[config.mk]
export PLATFORM = sky130hd
export DESIGN_NAME = cellbus_rx_phy
export DESIGN_NICKNAME = d
export VERILOG_FILES = /design/src/rtl/rxphy_pkg.sv /design/src/rtl/rxphy_poll.sv /design/src/rtl/rxphy_seq.sv /design/src/rtl/rxphy_drive.sv /design/src/rtl/cellbus_rx_phy.sv
export SDC_FILE = /design/constraint.sdc
export NUM_CORES = 1
export LEC_CHECK = 0
export CAP_MARGIN = 20
export CORE_MARGIN = 2
export CORE_UTILIZATION = 43
export CTS_CLUSTER_DIAMETER = 200
export DETAILED_ROUTE_END_ITERATION = 10
export PLACE_DENSITY = 0.8
export SETUP_SLACK_MARGIN = 0.02
export SYNTH_ARGS = -nofsm -noshare
export SYNTH_HDL_FRONTEND = slang
export SYNTH_SLANG_ARGS = --single-unit
[constraint.sdc]
create_clock -name clk -period 2.3 [get_ports clk]
set_input_delay 0.46 -clock clk [delete_from_list [all_inputs] [get_ports clk]]
set_output_delay 0.46 -clock clk [all_outputs]
set_load 0.01 [all_outputs]
[src/rtl/rxphy_pkg.sv]
package rxphy_pkg;

  typedef enum logic {
    SEL_NONE = 1'b0,
    SEL_OWN  = 1'b1
  } sel_state_e;

  function automatic logic addr_is_null(input logic [7:0] addr, input int unsigned width);
    logic [7:0] ones;
    ones = 8'((1 << width) - 1);
    return (addr & ones) == ones;
  endfunction

endpackage

[src/rtl/rxphy_poll.sv]
module rxphy_poll #(
  parameter int unsigned ADDR_W = 5
) (
  input  logic              clk,
  input  logic              rst_n,
  input  logic [ADDR_W-1:0] rx_addr,
  input  logic [ADDR_W-1:0] cfg_port_addr,
  input  logic              cell_pending,
  output logic              hit_q,
  output logic              clav_q
);
  import rxphy_pkg::*;

  localparam logic [ADDR_W-1:0] NULL_ADDR = {ADDR_W{1'b1}};

  logic hit;

  always_comb begin
    hit = (rx_addr == cfg_port_addr) && (rx_addr != NULL_ADDR);
  end

  always_ff @(posedge clk or negedge rst_n) begin
    if (!rst_n) begin
      hit_q  <= 1'b0;
      clav_q <= 1'b0;
    end else begin
      hit_q  <= hit;
      clav_q <= cell_pending;
    end
  end

  AST_NULL_QUIET: assert property (@(posedge clk) disable iff (!rst_n)
    (rx_addr == NULL_ADDR) |=> !hit_q);

  AST_FOREIGN_QUIET: assert property (@(posedge clk) disable iff (!rst_n)
    (rx_addr != cfg_port_addr) |=> !hit_q);

endmodule

[src/rtl/rxphy_seq.sv]
module rxphy_seq #(
  parameter int unsigned CELL_LEN = 53
) (
  input  logic clk,
  input  logic rst_n,
  input  logic rx_enb_n,
  input  logic hit_q,
  input  logic hiz,
  input  logic cb_cell_ready,
  input  logic cb_valid,
  output logic cb_ready,
  output logic pop,
  output logic first_byte,
  output logic cell_pending
);
  import rxphy_pkg::*;

  localparam int unsigned IDX_W = $clog2(CELL_LEN);
  localparam logic [IDX_W-1:0] LAST_IDX = IDX_W'(CELL_LEN - 1);

  sel_state_e       sel_q;
  logic [IDX_W-1:0] byte_idx;
  logic             enb_q;
  logic             enb_fall;
  logic             sel_now;
  logic             last_byte;

  always_comb begin
    enb_fall     = enb_q && !rx_enb_n;
    sel_now      = enb_fall ? hit_q : (sel_q == SEL_OWN);
    cell_pending = (byte_idx != '0) || cb_cell_ready;
    cb_ready     = sel_now && !rx_enb_n && !hiz && cell_pending;
    pop          = cb_ready && cb_valid;
    last_byte    = (byte_idx == LAST_IDX);
    first_byte   = (byte_idx == '0);
  end

  always_ff @(posedge clk or negedge rst_n) begin
    if (!rst_n) begin
      enb_q    <= 1'b1;
      sel_q    <= SEL_NONE;
      byte_idx <= '0;
    end else begin
      enb_q <= rx_enb_n;
      if (pop && last_byte) begin
        sel_q    <= SEL_NONE;
        byte_idx <= '0;
      end else begin
        sel_q <= sel_now ? SEL_OWN : SEL_NONE;
        if (pop) begin
          byte_idx <= byte_idx + 1'b1;
        end
      end
    end
  end

  AST_IDX_BOUND: assert property (@(posedge clk) disable iff (!rst_n)
    byte_idx <= LAST_IDX);

  AST_PAUSE_HOLD: assert property (@(posedge clk) disable iff (!rst_n)
    rx_enb_n |=> $stable(byte_idx));

  AST_STALL_HOLD: assert property (@(posedge clk) disable iff (!rst_n)
    !cb_valid |=> $stable(byte_idx));

  AST_CELL_DONE: assert property (@(posedge clk) disable iff (!rst_n)
    (pop && last_byte) |=> (sel_q == SEL_NONE) && (byte_idx == '0));

  AST_HIZ_NO_POP: assert property (@(posedge clk) disable iff (!rst_n)
    hiz |-> !cb_ready);

endmodule

[src/rtl/rxphy_drive.sv]
module rxphy_drive #(
  parameter int unsigned DATA_W = 8
) (
  input  logic              clk,
  input  logic              rst_n,
  input  logic              pop,
  input  logic              first_byte,
  input  logic [DATA_W-1:0] cb_data,
  input  logic              hiz,
  input  logic              hit_q,
  output logic [DATA_W-1:0] rx_data,
  output logic              rx_data_oe,
  output logic              rx_soc,
  output logic              rx_soc_oe,
  output logic              rx_clav_oe
);
  logic [DATA_W-1:0] data_q;
  logic              soc_q;
  logic              doe_q;

  always_ff @(posedge clk or negedge rst_n) begin
    if (!rst_n) begin
      data_q <= '0;
      soc_q  <= 1'b0;
      doe_q  <= 1'b0;
    end else begin
      doe_q <= pop;
      soc_q <= pop && first_byte;
      if (pop) begin
        data_q <= cb_data;
      end
    end
  end

  always_comb begin
    rx_data    = data_q;
    rx_soc     = soc_q;
    rx_data_oe = doe_q && !hiz;
    rx_soc_oe  = doe_q && !hiz;
    rx_clav_oe = hit_q && !hiz;
  end

  AST_SOC_WITH_DATA: assert property (@(posedge clk) disable iff (!rst_n)
    soc_q |-> doe_q);

  AST_ONE_BYTE_PULSE: assert property (@(posedge clk) disable iff (!rst_n)
    !pop |=> !doe_q);

endmodule

[src/rtl/cellbus_rx_phy.sv]
module cellbus_rx_phy #(
  parameter int unsigned ADDR_W   = 5,
  parameter int unsigned DATA_W   = 8,
  parameter int unsigned CELL_LEN = 53
) (
  input  logic              clk,
  input  logic              rst_n,
  input  logic [ADDR_W-1:0] cfg_port_addr,
  input  logic              cfg_hiz_all,
  input  logic [ADDR_W-1:0] rx_addr,
  input  logic              rx_enb_n,
  input  logic              cb_cell_ready,
  input  logic              cb_valid,
  output logic              cb_ready,
  input  logic [DATA_W-1:0] cb_data,
  output logic [DATA_W-1:0] rx_data,
  output logic              rx_data_oe,
  output logic              rx_soc,
  output logic              rx_soc_oe,
  output logic              rx_clav,
  output logic              rx_clav_oe
);
  logic hit_q;
  logic clav_q;
  logic pop;
  logic first_byte;
  logic cell_pending;

  rxphy_poll #(.ADDR_W(ADDR_W)) u_poll (
    .clk           (clk),
    .rst_n         (rst_n),
    .rx_addr       (rx_addr),
    .cfg_port_addr (cfg_port_addr),
    .cell_pending  (cell_pending),
    .hit_q         (hit_q),
    .clav_q        (clav_q)
  );

  rxphy_seq #(.CELL_LEN(CELL_LEN)) u_seq (
    .clk           (clk),
    .rst_n         (rst_n),
    .rx_enb_n      (rx_enb_n),
    .hit_q         (hit_q),
    .hiz           (cfg_hiz_all),
    .cb_cell_ready (cb_cell_ready),
    .cb_valid      (cb_valid),
    .cb_ready      (cb_ready),
    .pop           (pop),
    .first_byte    (first_byte),
    .cell_pending  (cell_pending)
  );

  rxphy_drive #(.DATA_W(DATA_W)) u_drive (
    .clk        (clk),
    .rst_n      (rst_n),
    .pop        (pop),
    .first_byte (first_byte),
    .cb_data    (cb_data),
    .hiz        (cfg_hiz_all),
    .hit_q      (hit_q),
    .rx_data    (rx_data),
    .rx_data_oe (rx_data_oe),
    .rx_soc     (rx_soc),
    .rx_soc_oe  (rx_soc_oe),
    .rx_clav_oe (rx_clav_oe)
  );

  assign rx_clav = clav_q;

  AST_FLOAT_ALL: assert property (@(posedge clk) disable iff (!rst_n)
    cfg_hiz_all |-> !(rx_data_oe || rx_soc_oe || rx_clav_oe));

  AST_SOC_ENABLE_PAIR: assert property (@(posedge clk) disable iff (!rst_n)
    rx_soc_oe == rx_data_oe);

endmodule

==> flow_metrics.py <==
metrics = {
    "critical_path": {
        "critical_path_class": "primary input to output pin",
        "endpoint_kind": "output pin",
        "path_buf_inv": 3,
        "critPathSlowestCell": "clkdlybuf4s50_1",
        "cp_top_family": "buffers and inverters",
        "r2r-start": "u_seq.byte_idx[0]",
        "critical_path.cell_chain": "clkdlybuf4s50_1 -> buf_4 -> nor2b_1 -> clkdlybuf4s50_1",
        "cp_max_fo": 2,
        "crit_start": "cfg_hiz_all",
        "crit_top_cell": "clkdlybuf4s50_1",
        "reg2reg_setup_slack_ns": 0.51,
        "rr_worst_depth": 8,
        "worstPathArrival_ns": 1.76,
        "required_ns": 1.84,
        "worstSetupStartpointType": "primary input",
        "cpPeakStageDelay_ns": 0.55,
        "r2r-end": "u_drive.rx_data[5]",
    },
    "synth": {
        "yosysWarnings": 0,
        "ys_types": 32,
        "synth-seq-cells": 20,
        "synth_fp_nets": 105,
        "syn_inst": 79,
        "ys_seq_area_frac": 0.4837,
        "synth_area_per_cell_um2": 13.13,
        "syn_area_um2": 1037,
    },
    "place": {
        "gp_congestion": 0.8063,
        "io_buffers": 37,
        "dpl.hpwl_um": 1541,
        "post-place-ws_ns": 0.03773,
    },
    "clock_tree": {
        "cts_inserted_buffers": 3,
        "clkSlewWorstSetupHoldPaths_ns": 0.11,
        "ctsHoldBuffers": 0,
        "cts_buffer_depth": 2,
        "h-tree-depth": 1,
        "root_buffer": "clkbuf_4",
        "clk_latency_ns": 0.30,
        "cts_tree": "done",
        "cts.sinks": 20,
    },
    "cells_and_area": {
        "n_fill_cell": 195,
        "diodes": 0,
        "area_delta_synth_final_pct": 43.43,
        "drive_gt1_frac": 0.2581,
        "final_util": 0.6598,
        "num-nets-final": 151,
    },
    "timing": {
        "final.setup_skew_ns": 0.003779,
        "tightest_slew_ns": 0.5231,
        "fmax_mhz": 450.5,
        "setup_viol": 0,
        "post-route-period-util": 0.9651,
        "timing.hold.ws_ns": 0.4907,
        "drv_slew": 0,
        "final.setup.worst_slack_ns": 0.08025,
        "grt_setup_unrepaired": "no",
        "finalHoldViolations": 0,
        "slew_headroom": 0.6502,
        "final.setup.tns_ns": 0,
        "post-route-min-period_ns": 2.220,
    },
    "power_and_ir_drop": {
        "irDropWorstVdd_v": 0.0003015,
        "cellPowerDensity_nw_per_um2": 480.5,
        "p_leak_nw": 0.6734,
    },
    "grt": {
        "grt_use_total": 0.1733,
        "antenna_found_initial": 0,
        "grt_pass1_wl_um": 3456,
        "grt_overflow_total": 0,
        "grt_pass1_vias": 828,
        "grt_max_degree": 14,
    },
    "floorplanning": {
        "start_util": 0.4600,
        "die_h_um": 53.12,
        "die_w_um": 53.12,
        "rows": 17,
        "pin_count": 38,
        "dieArea_um2": 2821,
        "coreArea_um2": 2255,
    },
    "detailed_routing": {
        "via_per_inst": 5.263,
        "dr.pass1.iters": 4,
        "wire_per_inst_um": 13.30,
        "drtIter0Drc": 1,
        "finalWirelength_um": 2021,
        "antenna_left": 0,
        "num_vias": 800,
        "drc": 0,
    },
    "status": {
        "status": "complete, no violations",
    },
    "min_path": {
        "hp-class": "primary input to async pin",
    },
    "flow_run": {
        "max_cap_viol_count": 0,
    },
}
-- layout make-up --
class | instances | area (um^2) | area share
sequential | 20 | 501.7 | 0.3373
multi-input combinational | 53 | 486.7 | 0.3272
timing repair buffer | 44 | 424.2 | 0.2851
tap | 28 | 35.03 | 0.02355
clock buffer | 4 | 26.28 | 0.01766
inverter | 3 | 13.76 | 0.009251
-- how the worst max path moves through the flow --
stage | slack, ns | cells past startpoint | to
floorplan | 0.68 | 9 | u_drive.rx_data[0]
global placement | 0.05 | 4 | cb_ready
detailed placement | 0.04 | 4 | cb_ready
CTS | 0.06 | 4 | rx_data_oe
global route | 0.03 | 4 | rx_data_oe
finish | 0.08 | 4 | rx_data_oe
-- logic make-up after synthesis --
| group | after synthesis | synth area share |
|---|---|---|
| AO/OA/AOI/OAI | 8 | 0.06152 |
| XOR/XNOR | 4 | 0.03378 |
| adder cells (fa/ha/maj) | 2 | 0.02412 |
| buffers and inverters | 6 | 0.05067 |
| flip-flops | 20 | 0.4837 |
| multiplexers | 13 | 0.1640 |
| AND/OR/NAND/NOR | 26 | 0.1822 |
-- state kept, by name, indices dropped and copies added, names as in the netlist --
signal / flops
u_drive.rx_data: 8
u_poll.hit_q: 1
u_drive.rx_soc: 1
u_seq.byte_idx: 6
u_seq.enb_q: 1
u_drive.doe_q: 1
u_poll.clav_q: 1
u_seq.sel_q: 1
-- worst reg2reg max path, stage by stage (launching register included) --
cell and delay (ns):
dfrtp_1 0.38, inv_1 0.06, ha_1 0.20, nand2b_1 0.12
nand2b_1 0.14, buf_4 0.15, nand3_4 0.10, inv_4 0.19
mux2_2 0.36
-- Yosys cell counts --
cell       number  area share
and4_1          2       0.017
o2111ai_1       3       0.025
inv_4           1      0.0060
nor3_4          1       0.016
and2b_2         1      0.0084
nand4_1         2       0.012
inv_1           2      0.0072
a22o_2          1      0.0097
and3_2          2       0.014
nand2b_1        4       0.024
mux2_2          4       0.043
dfstp_2         1       0.025
a21oi_1         1      0.0048
nor2_1          4       0.014
o21ai_0         1      0.0048
xnor2_1         2       0.017
mux2i_1         2       0.019
buf_12          1       0.019
ha_1            2       0.024
mux2_4          7        0.10
nand3_4         1       0.017
xor2_1          2       0.017
dfrtp_1        19        0.46
nor4_1          1      0.0060
nor4_2          1       0.012
nor2b_1         3       0.018
buf_4           1      0.0072
o2bb2ai_1       2       0.017
and3_1          1      0.0060
buf_6           1       0.011
and2_2          1      0.0072
nand3_1         2      0.0097
-- repair_timing --
item | 4_1_cts | 5_1_grt
resized for setup | 2 | 1
setup endpoints to repair | 1 | 1
setup buffers | 2 | 0
hold endpoints to repair | 0 | 0
pin swaps | 0 | 0
-- power by group --
| part | switching, W | internal [W] |
|---|---|---|
| logic | 0.0000557 | 0.000100 |
| registers | 0.0000125 | 0.000373 |
| clock network | 0.000106 | 0.0000677 |
| total | 0.000174 | 0.000541 |
-- metal layers --
layer  vias up  share of wire  GRT usage  wire [um]
met4         0          0.023    0.08974         47
li1        381              -          -          -
met3         5          0.053    0.03390        107
met2        24           0.52     0.3146       1045
met1       390           0.41     0.1884        821
met5         -              0          0          0
-- cells in the final DEF (no fill, tap or decap), types with 2 or more instances in the layout --
cell	netlist	layout
mux2_4	7	7
o2bb2ai_1	2	2
and3_2	2	2
o2111ai_1	3	3
buf_4	1	7
inv_1	2	2
mux2_2	4	4
ha_1	2	2
clkdlybuf4s50_1	0	35
nor2_1	4	4
nand2b_1	4	4
xor2_1	2	2
nand3_1	2	2
and4_1	2	2
nor2b_1	3	3
xnor2_1	2	2
clkbuf_4	0	3
dfrtp_1	19	19
nand4_1	2	2
-- stage by stage --
stage	total power, W	cells	instance area (um^2)
finish	0.0007148	152	1488
CTS	0.0007258	152	1485
floorplan	0.0004490	79	1037
detailed placement	0.0005441	146	1441
global placement	0.0005388	146	1441
global route	0.0007495	152	1488
(Power assumes the default switching activity.)
